**src/rtl/evt_timer_pkg.sv**
```systemverilog
package evt_timer_pkg;
  localparam int DW      = 64;
  localparam int RTW     = 5;
  localparam int A_GCFG  = 0;
  localparam int A_STAT  = 1;
  localparam int A_CNT   = 2;
  localparam int A_CHB   = 4;
  localparam int CB_EN   = 2;
  localparam int CB_PER  = 3;
  localparam int CB_PCAP = 4;
  localparam int CB_SCAP = 5;
  localparam int CB_SV   = 6;
  localparam int CB_M32  = 8;
  localparam int CB_RT   = 9;
  localparam int CB_RCAP = 32;

  typedef struct packed {
    logic           en;
    logic           per;
    logic           m32;
    logic           sv;
    logic [RTW-1:0] route;
  } ch_cfg_t;
endpackage

```
**src/rtl/evt_counter.sv**
```systemverilog
module evt_counter #(
  parameter int W = 64
) (
  input  logic         clk,
  input  logic         rst_n,
  input  logic         run,
  input  logic         ld,
  input  logic [W-1:0] ld_val,
  output logic [W-1:0] value
);
  always_ff @(posedge clk) begin
    if (!rst_n)   value <= '0;
    else if (ld)  value <= ld_val;
    else if (run) value <= value + W'(1);
  end


  hold_chk: assert property (@(posedge clk) disable iff (!rst_n)
    (!run && !ld) |=> (value == $past(value)));

  step_chk: assert property (@(posedge clk) disable iff (!rst_n)
    (run && !ld) |=> (value == $past(value) + W'(1)));
endmodule

```
**src/rtl/evt_channel.sv**
```systemverilog
module evt_channel import evt_timer_pkg::*; #(
  parameter int NIRQ = 24
) (
  input  logic           clk,
  input  logic           rst_n,
  input  logic           glb_en,
  input  logic [DW-1:0]  cnt,
  input  logic           rearm,
  input  logic           cfg_we,
  input  logic           cmp_we,
  input  logic [DW-1:0]  wdata,
  output logic [DW-1:0]  cfg_rd,
  output logic [DW-1:0]  cmp_rd,
  output logic           hit,
  output logic [RTW-1:0] route
);
  localparam logic [DW-1:0] MASK64 = {1'b0, {(DW-1){1'b1}}};
  localparam logic [DW-1:0] MASK32 = {{(DW-31){1'b0}}, {31{1'b1}}};

  ch_cfg_t       cfg;
  logic [DW-1:0] cmp, period, wv, sum, nxt;
  logic          armed, eq;

  assign wv  = cfg.m32 ? {32'b0, wdata[31:0]} : wdata;
  assign sum = cmp + period;
  assign nxt = cfg.m32 ? {32'b0, sum[31:0]} : sum;
  assign eq  = cfg.m32 ? (cnt[31:0] == cmp[31:0]) : (cnt == cmp);
  assign hit = glb_en & cfg.en & armed & eq;
  assign route  = cfg.route;
  assign cmp_rd = cmp;

  always_comb begin
    cfg_rd = '0;
    cfg_rd[CB_EN]   = cfg.en;
    cfg_rd[CB_PER]  = cfg.per;
    cfg_rd[CB_PCAP] = 1'b1;
    cfg_rd[CB_SCAP] = 1'b1;
    cfg_rd[CB_SV]   = cfg.sv;
    cfg_rd[CB_M32]  = cfg.m32;
    cfg_rd[CB_RT +: RTW]    = cfg.route;
    cfg_rd[CB_RCAP +: NIRQ] = '1;
  end

  always_ff @(posedge clk) begin
    if (!rst_n) begin
      cfg    <= '0;
      cmp    <= '1;
      period <= '0;
      armed  <= 1'b0;
    end else if (cmp_we) begin
      cmp   <= wv;
      armed <= 1'b1;
      if (cfg.sv)       cfg.sv <= 1'b0;
      else if (cfg.per) period <= wv & (cfg.m32 ? MASK32 : MASK64);
    end else if (cfg_we) begin
      cfg.en    <= wdata[CB_EN];
      cfg.per   <= wdata[CB_PER];
      cfg.m32   <= wdata[CB_M32];
      cfg.sv    <= wdata[CB_SV];
      cfg.route <= wdata[CB_RT +: RTW];
      if (wdata[CB_M32] && !cfg.m32) begin
        cmp    <= {32'b0, cmp[31:0]};
        period <= {32'b0, period[31:0]};
      end
      if (!wdata[CB_EN])
        armed <= 1'b0;
      else if (!cfg.en || (wdata[CB_PER] != cfg.per) || (wdata[CB_M32] && !cfg.m32))
        armed <= 1'b1;
    end else if (rearm) begin
      armed <= cfg.en;
    end else if (hit) begin
      if (cfg.per && (period != '0)) cmp   <= nxt;
      else                           armed <= 1'b0;
    end
  end


  sv_clear_chk: assert property (@(posedge clk) disable iff (!rst_n)
    cmp_we |=> !cfg_rd[CB_SV]);

  per_step_chk: assert property (@(posedge clk) disable iff (!rst_n)
    (hit && cfg.per && !cfg.m32 && (period != '0) && !cmp_we && !cfg_we && !rearm)
      |=> (cmp_rd == $past(cmp_rd) + $past(period)));

  oneshot_quiet_chk: assert property (@(posedge clk) disable iff (!rst_n)
    (hit && !cfg.per && !cmp_we && !cfg_we && !rearm) |=> !hit);

  m32_upper_chk: assert property (@(posedge clk) disable iff (!rst_n)
    cfg_rd[CB_M32] |-> (cmp_rd[63:32] == 32'b0));
endmodule

```
**src/rtl/evt_irq_route.sv**
```systemverilog
module evt_irq_route import evt_timer_pkg::*; #(
  parameter int NCH  = 3,
  parameter int NIRQ = 24
) (
  input  logic                      clk,
  input  logic                      rst_n,
  input  logic                      legacy,
  input  logic [NCH-1:0]            hit,
  input  logic [NCH-1:0][RTW-1:0]   route,
  output logic [NIRQ-1:0]           irq
);
  logic [NIRQ-1:0] nxt;

  always_comb begin
    nxt = '0;
    for (int ch = 0; ch < NCH; ch++) begin
      logic [RTW-1:0] line;
      if (legacy && ch == 0)      line = RTW'(0);
      else if (legacy && ch == 1) line = RTW'(8);
      else                        line = route[ch];
      if (hit[ch] && (int'(line) < NIRQ)) nxt[line] = 1'b1;
    end
  end

  always_ff @(posedge clk) begin
    if (!rst_n) irq <= '0;
    else        irq <= nxt;
  end


  quiet_chk: assert property (@(posedge clk) disable iff (!rst_n)
    (hit == '0) |=> (irq == '0));

  legacy0_chk: assert property (@(posedge clk) disable iff (!rst_n)
    (legacy && hit[0]) |=> irq[0]);
  generate
    if (NCH > 1 && NIRQ > 8) begin : g_leg1

      legacy1_chk: assert property (@(posedge clk) disable iff (!rst_n)
        (legacy && hit[1]) |=> irq[8]);
    end
  endgenerate
endmodule

```
**src/rtl/evt_timer.sv**
```systemverilog
module evt_timer import evt_timer_pkg::*; #(
  parameter int NCH  = 3,
  parameter int NIRQ = 24,
  parameter int AW   = 4
) (
  input  logic            clk,
  input  logic            rst_n,
  input  logic            reg_we,
  input  logic [AW-1:0]   reg_addr,
  input  logic [DW-1:0]   reg_wdata,
  output logic [DW-1:0]   reg_rdata,
  output logic [NIRQ-1:0] irq
);
  logic                    glb_en, legacy, glb_rise, cnt_we, rearm, stat_we;
  logic [DW-1:0]           cnt;
  logic [NCH-1:0]          status, hit, cfg_we, cmp_we;
  logic [NCH-1:0][RTW-1:0] ch_route;
  logic [DW-1:0]           ch_cfg [NCH];
  logic [DW-1:0]           ch_cmp [NCH];

  assign cnt_we   = reg_we && (reg_addr == AW'(A_CNT));
  assign stat_we  = reg_we && (reg_addr == AW'(A_STAT));
  assign glb_rise = reg_we && (reg_addr == AW'(A_GCFG)) && reg_wdata[0] && !glb_en;
  assign rearm    = cnt_we | glb_rise;

  always_ff @(posedge clk) begin
    if (!rst_n) begin
      glb_en <= 1'b0;
      legacy <= 1'b0;
      status <= '0;
    end else begin
      if (reg_we && (reg_addr == AW'(A_GCFG))) begin
        glb_en <= reg_wdata[0];
        legacy <= reg_wdata[1];
      end
      status <= (status & ~(stat_we ? reg_wdata[NCH-1:0] : '0)) | hit;
    end
  end

  evt_counter #(.W(DW)) u_cnt (
    .clk(clk), .rst_n(rst_n), .run(glb_en), .ld(cnt_we),
    .ld_val(reg_wdata), .value(cnt)
  );

  generate
    for (genvar n = 0; n < NCH; n++) begin : g_ch
      assign cfg_we[n] = reg_we && (reg_addr == AW'(A_CHB + 2*n));
      assign cmp_we[n] = reg_we && (reg_addr == AW'(A_CHB + 2*n + 1));
      evt_channel #(.NIRQ(NIRQ)) u_ch (
        .clk(clk), .rst_n(rst_n), .glb_en(glb_en), .cnt(cnt), .rearm(rearm),
        .cfg_we(cfg_we[n]), .cmp_we(cmp_we[n]), .wdata(reg_wdata),
        .cfg_rd(ch_cfg[n]), .cmp_rd(ch_cmp[n]), .hit(hit[n]), .route(ch_route[n])
      );
    end
  endgenerate

  evt_irq_route #(.NCH(NCH), .NIRQ(NIRQ)) u_rt (
    .clk(clk), .rst_n(rst_n), .legacy(legacy), .hit(hit), .route(ch_route), .irq(irq)
  );

  always_comb begin
    reg_rdata = '0;
    if (reg_addr == AW'(A_GCFG))      reg_rdata = {{(DW-2){1'b0}}, legacy, glb_en};
    else if (reg_addr == AW'(A_STAT)) reg_rdata = {{(DW-NCH){1'b0}}, status};
    else if (reg_addr == AW'(A_CNT))  reg_rdata = cnt;
    for (int n = 0; n < NCH; n++) begin
      if (reg_addr == AW'(A_CHB + 2*n))     reg_rdata = ch_cfg[n];
      if (reg_addr == AW'(A_CHB + 2*n + 1)) reg_rdata = ch_cmp[n];
    end
  end


  status_set_chk: assert property (@(posedge clk) disable iff (!rst_n)
    (hit != '0) |=> ((status & $past(hit)) == $past(hit)));

  frozen_chk: assert property (@(posedge clk) disable iff (!rst_n)
    (!glb_en && !cnt_we) |=> $stable(cnt));
endmodule

```
**config.mk**
```make
export PLATFORM = sky130hd
export DESIGN_NAME = evt_timer
export DESIGN_NICKNAME = d
export VERILOG_FILES = /design/src/rtl/evt_timer_pkg.sv /design/src/rtl/evt_counter.sv /design/src/rtl/evt_channel.sv /design/src/rtl/evt_irq_route.sv /design/src/rtl/evt_timer.sv
export SDC_FILE = /design/constraint.sdc
export NUM_CORES = 2
export LEC_CHECK = 0
export BUFFER_PORTS_ARGS = -buffer_cell sky130_fd_sc_hd__clkbuf_2
export CAP_MARGIN = 15
export CORE_UTILIZATION = 50
export DETAILED_ROUTE_END_ITERATION = 7
export PLACE_DENSITY = 0.67
export SLEW_MARGIN = 40
export SYNTH_ARGS = -nofsm -noshare
export SYNTH_HDL_FRONTEND = slang
export SYNTH_HIERARCHICAL = 1
export SYNTH_SLANG_ARGS = --single-unit
```
**constraint.sdc**
```tcl
create_clock -name clk -period 3.9 [get_ports clk]
set_input_delay 0.195 -clock clk [delete_from_list [all_inputs] [get_ports clk]]
set_output_delay 0.195 -clock clk [all_outputs]
set_load 0.01 [all_outputs]
```
; Word-level counts from Yosys, hierarchy flattened
; Cells that the tools add are included.
[totals]
register_bits = 507
input_bits = 71
wordCells = 283
out_inout_bits = 88
[op_classes]
add_sub_neg = 4
n_reduce_logical = 83
magnitude_cmp = 9
bitwise = 25
eq_ne = 41
mux = 86
[op_table]
columns = cell, n
row1 = 64-bit two-way mux, 47
row2 = 64-bit adder, 3
row3 = 64-bit bitwise AND, 3
row4 = 64-bit equality test, 3
row5 = 64-bit nonzero test, 3
row6 = 63-bit two-way mux, 3
row7 = 32-bit equality test, 3
row8 = 24-bit two-way mux, 3
row9 = "64-bit by 1-bit adder with 64-bit output, second input constant", 1
row10 = 24-bit bitwise OR, 2
row11 = 4-bit AND reduction, 9
row12 = 1-bit two-way mux, 27
row13 = 2-bit nonzero test, 13
row14 = 1-bit logical AND, 23
row15 = "2-bit != test, second input constant", 10
row16 = "5-bit by 6-bit less-than comparator with 1-bit output, second input constant", 3
row17 = 3-bit AND reduction, 6
row18 = 3-bit nonzero test, 6
row19 = "4-bit by 3-bit equality test with 1-bit output, second input constant", 4
row20 = 1-bit demux with 5-bit select, 3
row21 = "5-bit by 1-bit greater-or-equal comparator with 1-bit output, second input constant", 3
row22 = "5-bit less-than comparator, second input constant", 3
row23 = "3-bit != test, second input constant", 4
row24 = "4-bit != test, second input constant", 3
row25 = other kinds (22), 60

; Depth between registers and ports, before layout
[depth]
depth_word = 10
depth_mapped = 15
ltp_nobuf = 13

; By module
; Netlist, hierarchy kept.
[by_module_without_submodules]
columns = module, cells_each, n_inst, area_per_inst_um2, seq_area_each_um2
row1 = evt_channel at g_ch[2].u_ch, 1457, 1, 10882.9, 2742.6
row2 = evt_channel at g_ch[0].u_ch, 1421, 1, 10771.6, 2742.6
row3 = evt_channel at g_ch[1].u_ch, 1461, 1, 10730.3, 2742.6
row4 = evt_timer, 484, 1, 3893.7, 100.1
row5 = evt_counter, 486, 1, 3809.9, 1281.2
row6 = evt_irq_route, 157, 1, 1463.9, 480.5

; Least setup slack after synthesis
; OpenSTA, ideal clock, no wires.
[synth_timing]
path_kind = register to register
startpoint = register g_ch[1].u_ch.cmp[1]
endpoint = register g_ch[1].u_ch.cmp[57]
arrival_ns = 2.701
setup_slack_ns = 1.077
n_path_buf = 0
stages_incl_launch_ff = 12
setup_ns = 0.122
t_required_ns = 3.778
synth_period_minus_slack_ns = 2.823
cell_sequence = dfxtp_1 -> ha_1 -> a21oi_1 -> nand4b_2 -> a2111oi_4 -> or2_1 -> a21oi_2 -> nor4b_4 -> o31ai_1 -> a21oi_1 -> mux2i_1 -> o32a_1
[synth_between]
elab_chain_len = 7
word_cells_on_any_way = 13
cone_classes = add/sub: 1 / eq/ne: 2 / mux: 7 / bitwise: 1 / reduce/logical: 2
[synth_lines]
columns = item, line
row1 = start: declaration, evt_channel.sv:21  ; logic [DW-1:0] cmp, period, wv, sum, nxt;
row2 = start signal: assignment, evt_channel.sv:51  ; cmp <= wv;
row3 = start signal: assignment, evt_channel.sv:62  ; cmp <= {32'b0, cmp[31:0]};
row4 = start signal: assignment, evt_channel.sv:72  ; if (cfg.per && (period != '0)) cmp <= nxt;
row5 = 64-bit adder, evt_channel.sv:25  ; assign sum = cmp + period;
row6 = 64-bit two-way mux, evt_channel.sv:26  ; assign nxt = cfg.m32 ? {32'b0, sum[31:0]} : sum;
row7 = 64-bit two-way mux, evt_channel.sv:72
row8 = 64-bit two-way mux, evt_channel.sv:71  ; end else if (hit) begin
row9 = 64-bit two-way mux, evt_channel.sv:69  ; end else if (rearm) begin
row10 = 64-bit two-way mux, evt_channel.sv:55  ; end else if (cfg_we) begin
row11 = 64-bit two-way mux, evt_channel.sv:50  ; end else if (cmp_we) begin
; Several ways; a longest one is shown, not always the timed one. The select of a mux whose other input is x is not followed.
; A chain may end at the register's enable or synchronous reset.

; Final worst setup path
[layout_timing]
startpoint = register g_ch[1].u_ch.cmp[0]
endpoint = register g_ch[1].u_ch.cmp[48]
; The elaborated chain is that of the path after synthesis.

==> results.cfg <==
[floorplanning]
top_ports = 159
floorplan.rows = 105
initial_core_util_pct = 50.6
design.die.area_um2 = 84300
fp.dieW_um = 290
fp.coreArea_um2 = 82100
dieHeight_um = 290

[critical_path]
cp_max_fo = 4
critical_path_required_ps = 4390
worstSetupEndpointType = flop
critical_path_class = reg2reg
cp_common_cell = o21ai_1
crit_path_cell_trace = ha_1, inv_1, fa_1, nand2b_1, a21oi_1, o21ai_1, o211ai_1, o21ai_1, o21ai_1, a21oi_1, xnor2_1, a221oi_1, o21ai_1
slowest_delay_ps = 480
crit_path_start_kind = flop
crit_arrival_ps = 4180
crit_path_top_delay_cell = o21ai_1

[run]
drv.max_cap_violation_count = 0

[synth]
yosysTopAreaCell = dfxtp_1
synthesis.yosys.warnings = 6
most_instantiated_cells_after_synthesis = 712 x nand2_1, 504 x dfxtp_1, 502 x a21oi_1
synth_area_um2 = 41600
synth_top_flop_cell = dfxtp_1
synth_edf_count = 0
syn_avg_cell_area_um2 = 7.60
yosysTopAreaCellShare_pct = 24.3
synth_most_common_cell = nand2_1
netlist-cell-type-count = 116
synth-async-reset-ratio_pct = 0
netlist_instances = 5466
synth_sequential_area_ratio_pct = 24.3
synth_seq_cells = 504
synthTopCellsByArea = dfxtp_1 24%, nand2_1 6.4%, xnor2_1 6.1%

[global_route]
grt_max_degree = 123
grt-ovfl-total = 0
antenna_found_initial = 4
grt_pass1_wl_um = 265000
track_usage_pct = 41.6
via_count_of_the_first_global_routing_pass = 40104

[sta]
max_slew_margin_pct = 41.0
grt_setup_unrepaired = false
setup_ws_ps = 212
fin_hold_ws_ps = 18.4
layout_worst_path_cycle_share_pct = 94.6
finalSetupViolations = 0
report.final.hold_viol_count = 0
max_slew.worst_pin.slew_ps = 878
layout_min_cycle_time_ps = 3690
final-max-slew-violation-count = 0
clock.fmax_mhz = 271
clock_skew_ps = 18.7
final.setup.tns_ps = 0

[layout]
layout-drive-gt1-share_pct = 11.6
stdcell_area_um2 = 45700
num-nets-final = 5819
area.growth.synth_to_final_pct = 9.98
final_core_util_pct = 55.7

[clock_tree]
cts_max_level = 2
cts.reportedPaths.clkPinSlew_ps = 70
ctsLongestPathBuffers = 3
cts.sinks = 504
cts_tree = yes
clock_latency_ps = 650
cts_resized = 0
cts_setup_buffers = 0
clock-root-buffer = clkbuf_16
cts-buffers-inserted = 60

[placed_design]
place_area_um2 = 43200
gp_congestion = 1.08
io_buffers = 158
dp.final_hpwl_um = 143000
pre_cts_ws_ps = 401

[pwr]
powerDensity_nw_per_um2 = 291
power.ir.vdd_worst_v = 0.000352
cellLeakagePower_nw = 18.7

[drt]
avgViaCountPerCell = 6.59
count_of_routing_violations_after_the_opening_detailed_route_iteration = 6251
route.final.wire_length_um = 183000
vias = 44018
remaining_drc_errors = 0
drtPass1Iterations = 8
detail-route-antenna-nets = 0
routed_wire_per_std_cell_um = 27.4

[worst_hold_path]
hp-class = in2reg

[outcome]
outcome = complete, no violations
==> cell families (layout without fill, tap and decap cells) <==
group / after synthesis / after routing / share of synthesized area (%)
compound gates: 1624 / 1624 / 26.1
xor+xnor: 393 / 393 / 8.28
fa+ha+maj: 193 / 193 / 5.87
buf+inv: 615 / 596 / 7.88
flops: 504 / 504 / 24.3
mux: 115 / 115 / 3.75
other cells: 6 / 167 / 0.0542
simple gates: 2016 / 2016 / 23.8
==> stage by stage <==
stage / power [mW] / cells
global placement: 6.98 / 6533
finish: 13.3 / 6678
floorplan: 6.41 / 5625
detailed placement: 6.98 / 6533
global route: 13.6 / 6676
CTS: 13.3 / 6675
==> power breakdown <==
part,internal [mW],leakage [nW],switching [mW]
Sequential,5.19,4.07,0.100
Combinational,0.558,13.6,1.13
Clock,3.79,1.04,2.55
Total,9.54,18.7,3.77
==> flip-flops by register name, summed over array words and instances (netlist names) <==
register,count
u_cnt/value,64
glb_en,1
g_ch.u_ch/armed,3
g_ch.u_ch/route,15
g_ch.u_ch/period,189
legacy,1
u_rt/irq,24
g_ch.u_ch/cfg_rd,12
status,3
g_ch.u_ch/cmp_rd,192
==> critical path: cells and delay by family, from the launching register on <==
| family | cells | cell delay [ps] |
|---|---|---|
| compound gates | 8 | 2080 |
| fa+ha+maj | 2 | 590 |
| xor+xnor | 1 | 190 |
| buf+inv | 1 | 60 |
| flops | 1 | 420 |
| simple gates | 1 | 170 |
==> per-layer routing <==
| layer | vias up | part of all wire, % | track usage [%] | routed length (µm) |
|---|---|---|---|---|
| met5 | - | 0.0071 | 0 | 13 |
| met4 | 2 | 5.1 | 18.6 | 9420 |
| met3 | 435 | 11 | 7.98 | 19400 |
| met2 | 2480 | 42 | 61.9 | 76700 |
| met1 | 21143 | 42 | 58.0 | 77600 |
| li1 | 19958 | - | - | - |
==> what timing repair did <==
| item | in CTS | in global routing |
|---|---|---|
| endpoints found under the setup margin | 0 | 0 |
| hold buffers | 29 | 0 |
| hold endpoints to repair | 61 | 0 |
==> final cells by class <==
class,count,area [µm²]
inverters,73,275
clock buffers,80,1740
fillers,7966,36400
well taps,1070,1340
repair buffers,410,2880
multi-input cells,4506,28900
diodes,2,5.00
clock inverters,33,467
flip-flops and latches,504,10100
==> cells in the final DEF, fill, tap and decap left out, drive strengths merged, types with 42 or more instances in the layout <==
master  netlist  final
a211oi       65     65
a21boi       76     76
a21o         98     98
a21oi       519    519
a221o        42     42
a221oi       70     70
a22oi        60     60
a31oi        48     48
buf         309    224
clkbuf      232    237
conb          6    165
dfxtp       504    504
ha          190    190
inv          72     72
mux2i        82     82
nand2       713    713
nand3       198    198
nand4       188    188
nor2        374    374
nor2b        66     66
nor3        127    127
nor4         97     97
o21a         49     49
o21ai       285    285
or3          48     48
xnor2       289    289
xor2        104    104
==> path summary, 6_finish.rpt <==
check                                from                 endpoint  slack [ps]  depth (start not counted)
setup / recovery   g_ch[1].u_ch/cmp_rd[0]  g_ch[1].u_ch/cmp_rd[48]         210                         13
hold / removal               reg_wdata[4]   g_ch[2].u_ch/period[4]          20                          3
setup reg to reg   g_ch[1].u_ch/cmp_rd[0]  g_ch[1].u_ch/cmp_rd[48]         210                         13
hold reg to reg   g_ch[2].u_ch/period[34]  g_ch[2].u_ch/period[34]         470                          2
Power figures use the tool's default switching activity.
